File: src/rtl/bsu_pkg.sv
package bsu_pkg;

   typedef enum logic [2:0] {
      OP_IDLE  = 3'd0,
      OP_SCANF = 3'd1,
      OP_SCANR = 3'd2,
      OP_TEST  = 3'd3,
      OP_TCOMP = 3'd4,
      OP_TCLR  = 3'd5,
      OP_TSET  = 3'd6,
      OP_IDLE2 = 3'd7
   } bsu_op_e;

   typedef enum logic [1:0] {
      BM_KEEP = 2'd0,
      BM_FLIP = 2'd1,
      BM_ZERO = 2'd2,
      BM_ONE  = 2'd3
   } bsu_bitmode_e;

   function automatic logic is_scan(bsu_op_e op);
      return (op == OP_SCANF) || (op == OP_SCANR);
   endfunction

   function automatic logic is_btest(bsu_op_e op);
      return (op == OP_TEST) || (op == OP_TCOMP) || (op == OP_TCLR) || (op == OP_TSET);
   endfunction

endpackage

File: src/rtl/bsu_index_sel.sv
module bsu_index_sel #(
   parameter int W    = 32,
   parameter int IMMW = 8,
   localparam int IDXW = $clog2(W)
) (
   input  logic            sel_imm_i,
   input  logic [W-1:0]    src_i,
   input  logic [IMMW-1:0] imm_i,
   output logic [IDXW-1:0] idx_o
);

   logic [W-1:0] pick;

   initial begin
      if (IMMW > W) $error("bsu_index_sel: IMMW must not exceed W");
   end

   always_comb begin
      pick  = sel_imm_i ? W'(imm_i) : src_i;
      idx_o = IDXW'(pick % W);
   end

endmodule

File: src/rtl/bsu_scan.sv
module bsu_scan #(
   parameter int W       = 32,
   parameter bit REVERSE = 1'b0,
   localparam int IDXW = $clog2(W)
) (
   input  logic [W-1:0]    vec_i,
   output logic            any_o,
   output logic [IDXW-1:0] idx_o
);

   logic [W-1:0]    ordered;
   logic [IDXW-1:0] low_pos;

   generate
      if (REVERSE) begin : g_rev
         for (genvar g = 0; g < W; g++) begin : g_flip
            assign ordered[g] = vec_i[W-1-g];
         end
      end else begin : g_fwd
         assign ordered = vec_i;
      end
   endgenerate

   always_comb begin
      low_pos = '0;
      for (int i = W - 1; i >= 0; i--) begin
         if (ordered[i]) low_pos = IDXW'(i);
      end
   end

   assign any_o = |vec_i;

   generate
      if (REVERSE) begin : g_rev_idx
         assign idx_o = IDXW'(W - 1) - low_pos;
      end else begin : g_fwd_idx
         assign idx_o = low_pos;
      end
   endgenerate

endmodule

File: src/rtl/bsu_bitop.sv
module bsu_bitop #(
   parameter int W = 32,
   localparam int IDXW = $clog2(W)
) (
   input  bsu_pkg::bsu_bitmode_e mode_i,
   input  logic [W-1:0]          dst_i,
   input  logic [IDXW-1:0]       idx_i,
   output logic                  old_o,
   output logic [W-1:0]          new_o
);

   import bsu_pkg::*;

   logic [W-1:0] mask;

   always_comb begin
      mask  = W'(1) << idx_i;
      old_o = dst_i[idx_i];
      unique case (mode_i)
         BM_FLIP: new_o = dst_i ^ mask;
         BM_ZERO: new_o = dst_i & ~mask;
         BM_ONE:  new_o = dst_i | mask;
         default: new_o = dst_i;
      endcase
   end

endmodule

File: src/rtl/bsu_top.sv
module bsu_top #(
   parameter int W    = 32,
   parameter int IMMW = 8,
   localparam int IDXW = $clog2(W)
) (
   input  logic [2:0]      op_i,
   input  logic            sel_imm_i,
   input  logic [W-1:0]    dst_i,
   input  logic [W-1:0]    src_i,
   input  logic [IMMW-1:0] imm_i,
   output logic [W-1:0]    res_o,
   output logic            res_we_o,
   output logic            cf_o,
   output logic            cf_we_o,
   output logic            zf_o,
   output logic            zf_we_o
);

   import bsu_pkg::*;

   initial begin
      if (W < 2 || (1 << IDXW) != W) $error("bsu_top: W must be a power of two, at least 2");
      if (IMMW < IDXW) $error("bsu_top: IMMW too narrow for a full bit position");
   end

   bsu_op_e         op;
   bsu_bitmode_e    mode;
   logic [IDXW-1:0] bit_idx;
   logic            fwd_any, rev_any;
   logic [IDXW-1:0] fwd_idx, rev_idx;
   logic            old_bit;
   logic [W-1:0]    new_dst;

   assign op = bsu_op_e'(op_i);

   always_comb begin
      unique case (op)
         OP_TCOMP: mode = BM_FLIP;
         OP_TCLR:  mode = BM_ZERO;
         OP_TSET:  mode = BM_ONE;
         default:  mode = BM_KEEP;
      endcase
   end

   bsu_index_sel #(.W(W), .IMMW(IMMW)) u_idx (
      .sel_imm_i (sel_imm_i),
      .src_i     (src_i),
      .imm_i     (imm_i),
      .idx_o     (bit_idx)
   );

   bsu_scan #(.W(W), .REVERSE(1'b0)) u_scan_fwd (
      .vec_i (src_i),
      .any_o (fwd_any),
      .idx_o (fwd_idx)
   );

   bsu_scan #(.W(W), .REVERSE(1'b1)) u_scan_rev (
      .vec_i (src_i),
      .any_o (rev_any),
      .idx_o (rev_idx)
   );

   bsu_bitop #(.W(W)) u_bitop (
      .mode_i (mode),
      .dst_i  (dst_i),
      .idx_i  (bit_idx),
      .old_o  (old_bit),
      .new_o  (new_dst)
   );

   always_comb begin
      res_o    = '0;
      res_we_o = 1'b0;
      cf_o     = 1'b0;
      cf_we_o  = 1'b0;
      zf_o     = 1'b0;
      zf_we_o  = 1'b0;
      unique case (op)
         OP_SCANF: begin
            zf_we_o  = 1'b1;
            zf_o     = ~fwd_any;
            res_we_o = fwd_any;
            res_o    = fwd_any ? W'(fwd_idx) : '0;
         end
         OP_SCANR: begin
            zf_we_o  = 1'b1;
            zf_o     = ~rev_any;
            res_we_o = rev_any;
            res_o    = rev_any ? W'(rev_idx) : '0;
         end
         OP_TEST: begin
            cf_we_o = 1'b1;
            cf_o    = old_bit;
            res_o   = dst_i;
         end
         OP_TCOMP, OP_TCLR, OP_TSET: begin
            cf_we_o  = 1'b1;
            cf_o     = old_bit;
            res_o    = new_dst;
            res_we_o = 1'b1;
         end
         default: ;
      endcase
   end

endmodule

File: config.mk
export PLATFORM = sky130hd
export DESIGN_NAME = bsu_top
export DESIGN_NICKNAME = d
export VERILOG_FILES = /design/src/rtl/bsu_pkg.sv /design/src/rtl/bsu_index_sel.sv /design/src/rtl/bsu_scan.sv /design/src/rtl/bsu_bitop.sv /design/src/rtl/bsu_top.sv
export SDC_FILE = /design/constraint.sdc
export NUM_CORES = 1
export LEC_CHECK = 0
export CAP_MARGIN = 5
export CORE_MARGIN = 5
export CORE_UTILIZATION = 28
export DETAILED_ROUTE_END_ITERATION = 6
export DONT_BUFFER_PORTS = 1
export SYNTH_ARGS = -nofsm -noshare
export SYNTH_HDL_FRONTEND = slang
export SYNTH_SLANG_ARGS = --single-unit
File: constraint.sdc
create_clock -name vclk -period 5.4
set_input_delay 0.27 -clock vclk [all_inputs]
set_output_delay 0.27 -clock vclk [all_outputs]
set_load 0.03 [all_outputs]
==> impl_metrics.env, run 1 <==
export IMPL_outcome="finished clean"
export IMPL_grt_max_degree=31
export IMPL_clock_buffers=0
export IMPL_clock_fmax_mhz=333
export IMPL_grt_pass1_wl_um=16800
export IMPL_post_route_period_util_pct=55.5
export IMPL_synthCells=472
export IMPL_p_switching_uw=158
export IMPL_synth_distinct_cells=62
export IMPL_finalSetupTns_ps=0
export IMPL_n_antenna_cell=0
export IMPL_seqCellArea_um2=0
export IMPL_hold_violations=0
export IMPL_grt_pass1_vias=3189
export IMPL_place_congestion=0.889
export IMPL_worst_setup_path_end_kind="output pin"
export IMPL_drtPass1Iterations=5
export IMPL_finalSetupViolCount=0
export IMPL_dieHeight_um=116
export IMPL_p_int_uw=74.6
export IMPL_seq_cell_count=0
export IMPL_overflow=0
export IMPL_max_slew_margin_pct=18.5
export IMPL_num_vias=3436
export IMPL_drt_total_wl_um=10900
export IMPL_hpwl_um=8750
export IMPL_worst_ep_arrival_time_ps=2730
export IMPL_worstSetupPathType="in -> out"
export IMPL_drc=0
export IMPL_ant_nets=0
export IMPL_yosys_warnings=0
export IMPL_leakage_nw=1.27
export IMPL_hold_path_end="cf_we_o"
export IMPL_layout_drive_gt1_share_pct=5.08
export IMPL_num_io_pins=113
export IMPL_synthesis_area_per_instance_um2=6.63
export IMPL_drtIter0Drc=218
export IMPL_yosysSeqAreaShare_pct=0
export IMPL_nNetsFinal=595
export IMPL_track_usage_pct=15.3
export IMPL_crit_path_start_kind="input port"
export IMPL_die_area_um2=13400
export IMPL_clock_power_share_pct=0
export IMPL_via_per_inst=5.79
export IMPL_cts_resized=0
export IMPL_post_cts_buffers=0
export IMPL_antenna_found_initial=0
export IMPL_required_ps=5130
export IMPL_die_x_um=116
export IMPL_switching_share_pct=67.9
export IMPL_start_util_pct=28.7
export IMPL_max_slew_worst_pin_slew_ps=1220
export IMPL_io_buffers=0
export IMPL_grt_setup_unrepaired="no"
export IMPL_hold_path_startpoint="op_i[2]"
export IMPL_cts_hold_buf=0
export IMPL_hold_path_class="in -> out"
export IMPL_syn_cell_area_um2=3130
export IMPL_place_ws_ps=2410
export IMPL_path_max_fanout=23
export IMPL_rows=38
export IMPL_maxSlewViolCount=0
export IMPL_ir_drop_mv=0.0210
export IMPL_fillers=1195
export IMPL_finalCriticalPeriod_ps=3000
export IMPL_synth_nets=612
export IMPL_pwr_share_seq_pct=0
export IMPL_wl_per_cell_um=18.4
export IMPL_comb_power_share_pct=100.0
export IMPL_core_area_um2=10900
export IMPL_holdPathStages=1
export IMPL_power_density_nw_per_um2=72.1
export IMPL_maxCapViolCount=0
export IMPL_syn_to_final_growth_pct=2.96
export IMPL_fin_ws_ps=2400
==> power by group through the flow <==
stage          sequential (mW)  clock (mW)  combinational (mW)
2_1_floorplan                0           0               0.196
3_3_place_gp                 0           0               0.225
3_5_place_dp                 0           0               0.231
4_1_cts                      0           0               0.233
5_1_grt                      0           0               0.255
6_report                     0           0               0.232
==> cells in the final DEF, fill, tap and decap left out, drive strengths merged, types with 3 or more instances in the layout <==
| cell | synthesis | final |
|---|---|---|
| buf | 7 | 3 |
| mux2i | 4 | 4 |
| nand2 | 99 | 99 |
| nand3 | 3 | 3 |
| a21boi | 4 | 4 |
| o31ai | 3 | 3 |
| a221o | 27 | 27 |
| nor3 | 6 | 6 |
| a22o | 3 | 3 |
| and2 | 4 | 4 |
| a211oi | 3 | 3 |
| a32oi | 5 | 5 |
| a31oi | 5 | 5 |
| a21oi | 17 | 17 |
| o211ai | 8 | 8 |
| inv | 47 | 47 |
| o21ai | 53 | 53 |
| nor4 | 12 | 12 |
| o21a | 3 | 3 |
| a221oi | 3 | 3 |
| ha | 64 | 64 |
| nand2b | 3 | 3 |
| nor2 | 42 | 42 |
==> worst max path at each step <==
stage	start	endpoint	cells after the start
after detailed placement	sel_imm_i	res_o[1]	10
after global placement	sel_imm_i	res_o[1]	9
after CTS	sel_imm_i	res_o[1]	10
final	sel_imm_i	res_o[1]	10
after global routing	sel_imm_i	res_o[1]	10
after floorplan	sel_imm_i	res_o[1]	11
==> final cells by class <==
| cell class | instances | area [um^2] | share of cell area [%] |
|---|---|---|---|
| inverter | 47 | 176 | 5.48 |
| multi-input combinational | 403 | 2850 | 88.5 |
| tap | 140 | 175 | 5.44 |
| timing repair buffer | 3 | 20.0 | 0.622 |
==> per-layer routing <==
layer | global-route usage [%] | vias up | share of wire, %
met4 | 4.56 | 0 | 3.3
li1 | - | 1669 | -
met5 | 0 | - | 0
met1 | 19.1 | 1622 | 42
met2 | 25.2 | 118 | 46
met3 | 4.91 | 27 | 9.0
==> critical path: stages <==
cell	delay (ps)
mux2i_4	290
nor2_1	610
nand2_1	210
ha_1	320
mux2_2	260
o211ai_1	170
o221ai_1	150
a31oi_1	160
o41ai_1	100
buf_2	200
==> through the flow <==
stage / instance area (um^2) / hold slack, ps / cells / power [mW] / util, %
floorplan: 3130 / 831 / 472 / 0.196 / -
global placement: 3220 / 825 / 592 / 0.225 / 29.5
detailed placement: 3220 / 827 / 593 / 0.231 / 29.6
CTS: 3220 / 827 / 593 / 0.233 / 29.6
global route: 3220 / 837 / 593 / 0.255 / 29.6
finish: 3220 / 816 / 593 / 0.232 / 29.6
==> synthesized netlist by cell type (all sizes together) (5+ instances only) <==
| master | instances | area [um^2] |
|---|---|---|
| a31oi | 5 | 31.3 |
| o21ai | 53 | 265 |
| buf | 7 | 48.8 |
| nor2 | 42 | 160 |
| nand2 | 99 | 374 |
| ha | 64 | 801 |
| nor3 | 6 | 30.0 |
| a21oi | 17 | 85.1 |
| a221o | 27 | 270 |
| clkbuf | 15 | 56.3 |
| o211ai | 8 | 60.1 |
| nor4 | 12 | 178 |
| a32oi | 5 | 43.8 |
| inv | 47 | 176 |
==> cell families (layout without fill, tap and decap cells) <==
logic type,Yosys count,in the layout,share of synthesized area [%]
AOI/OAI and AO/OA,150,150,33.7
xor gates and xnor gates,1,1,0.280
adders and majority gates,64,64,25.6
buffers and inverters,69,50,9.00
muxes,6,6,2.52
and+or+nand+nor,182,182,28.9
Note: power is estimated with default switching activity, not from simulation.
==> run 2: changes to the inputs <==
==> constraint.sdc (replaced) <==
create_clock -name vclk -period 2.65
set_input_delay 0.1325 -clock vclk [all_inputs]
set_output_delay 0.1325 -clock vclk [all_outputs]
set_load 0.03 [all_outputs]
==> run 2 against run 1 <==
Compared with the run above:
- die area stayed put
- highest routed layer unchanged
- via count is 0.55% lower
- flip-flop and latch count stayed put
- first-iteration DRC count is 4.6% higher
- cell area is 3.5% higher
- largest cell class unchanged
- worst setup slack worse by 2000 ps
- power is 110% higher
- count of clock-buffer cells in the layout stayed put
- utilization is 1.0 points higher
==> impl_metrics.env, run 2 (synthesis results as in run 1) <==
export IMPL_grt_pass1_vias=3296
export IMPL_worstSetupPathType="in -> out"
export IMPL_slowest_stage="mux2_4"
export IMPL_holdPathStages=2
export IMPL_multi_input_area_um2=2850
export IMPL_fillers=1152
export IMPL_clock_buffers=0
export IMPL_place_area_um2=3330
export IMPL_grt_setup_unrepaired="no"
export IMPL_n_antenna_cell=0
export IMPL_cts_hold_buf=0
export IMPL_power_total_uw=499
export IMPL_final_cell_count_no_fill=606
export IMPL_worst_setup_path_end_kind="output pin"
export IMPL_seqCellArea_um2=0
export IMPL_num_io_pins=113
export IMPL_via_per_inst=5.64
export IMPL_start_util_pct=28.7
export IMPL_hold_path_startpoint="op_i[2]"
export IMPL_final_core_util_pct=30.6
export IMPL_place_congestion=0.896
export IMPL_max_slew_margin_pct=52.6
export IMPL_nNetsFinal=608
export IMPL_hold_path_class="in -> out"
export IMPL_seq_cell_count=0
export IMPL_outcome="finished clean"
export IMPL_final_common_cell="nand2_1"
export IMPL_drt_total_wl_um=10900
export IMPL_wl_per_cell_um=18.0
export IMPL_maxCapViolCount=0
export IMPL_maxSlewViolCount=0
export IMPL_dieHeight_um=116
export IMPL_drtIter0Drc=228
export IMPL_rows=38
export IMPL_clock_fmax_mhz=445
export IMPL_path_max_fanout=19
export IMPL_hold_violations=0
export IMPL_max_slew_worst_pin_slew_ps=711
export IMPL_overflow=0
export IMPL_mostFrequentLayoutCells="nand2_1 (98), ha_1 (64), o21ai_0 (50), inv_1 (47), nor2_1 (40)"
export IMPL_place_ws_ps=416
export IMPL_finalCriticalPeriod_ps=2250
export IMPL_finalSetupTns_ps=0
export IMPL_post_cts_buffers=0
export IMPL_core_area_um2=10900
export IMPL_hold_ws_ps=558
export IMPL_post_route_period_util_pct=84.8
export IMPL_worst_ep_arrival_time_ps=2120
export IMPL_power_density_nw_per_um2=150
export IMPL_fin_ws_ps=402
export IMPL_cp_cell_sequence="mux2_4, nor2_1, buf_4, nand2_1, ha_1, mux2i_1, o21ai_0, a22o_1, a31oi_1, o211ai_1"
export IMPL_grt_pass1_wl_um=17200
export IMPL_drc=0
export IMPL_hold_path_end="cf_we_o"
export IMPL_ir_drop_mv=0.0344
export IMPL_design_area_um2=3330
export IMPL_drtPass1Iterations=4
export IMPL_syn_to_final_growth_pct=6.56
export IMPL_startpoint="sel_imm_i"
export IMPL_crit_path_start_kind="input port"
export IMPL_track_usage_pct=15.6
export IMPL_cts_resized=0
export IMPL_critPathTopFamily="compound AO/OA/AOI/OAI gates"
export IMPL_hpwl_um=8950
export IMPL_leakage_nw=1.34
export IMPL_die_x_um=116
export IMPL_layout_drive_gt1_share_pct=7.73
export IMPL_path_buf_inv=1
export IMPL_dp_cells=606
export IMPL_io_buffers=0
export IMPL_ant_nets=0
export IMPL_finalSetupViolCount=0
export IMPL_grt_max_degree=31
export IMPL_critPathMaxStageDelay_ps=350
export IMPL_required_ps=2520
export IMPL_antenna_found_initial=0
export IMPL_num_vias=3417
export IMPL_die_area_um2=13400
-- run 2: final cells by class --
class	instances	area share, %
timing repair buffer	16	3.98
multi-input combinational	403	85.5
inverter	47	5.29
tap	140	5.26
-- run 2: worst max-delay path by stage --
| stage | end | cells after the start |
|---|---|---|
| after floorplan | res_o[1] | 11 |
| after global placement | res_o[1] | 11 |
| after detailed placement | res_o[1] | 11 |
| after CTS | res_o[1] | 11 |
| after global routing | res_o[1] | 11 |
| final | res_o[0] | 10 |
-- run 2: where the power goes --
group | switching (mW) | internal, mW
registers | 0 | 0
clock network | 0 | 0
logic | 0.324 | 0.175
total | 0.324 | 0.175
-- run 2: metal layers --
| layer | part of all wire (%) | vias to the layer above | global-route usage (%) |
|---|---|---|---|
| li1 | - | 1700 | - |
| met5 | 0 | - | 0 |
| met1 | 41 | 1587 | 19.9 |
| met3 | 8.9 | 16 | 4.33 |
| met4 | 2.2 | 0 | 3.56 |
| met2 | 48 | 114 | 26.2 |
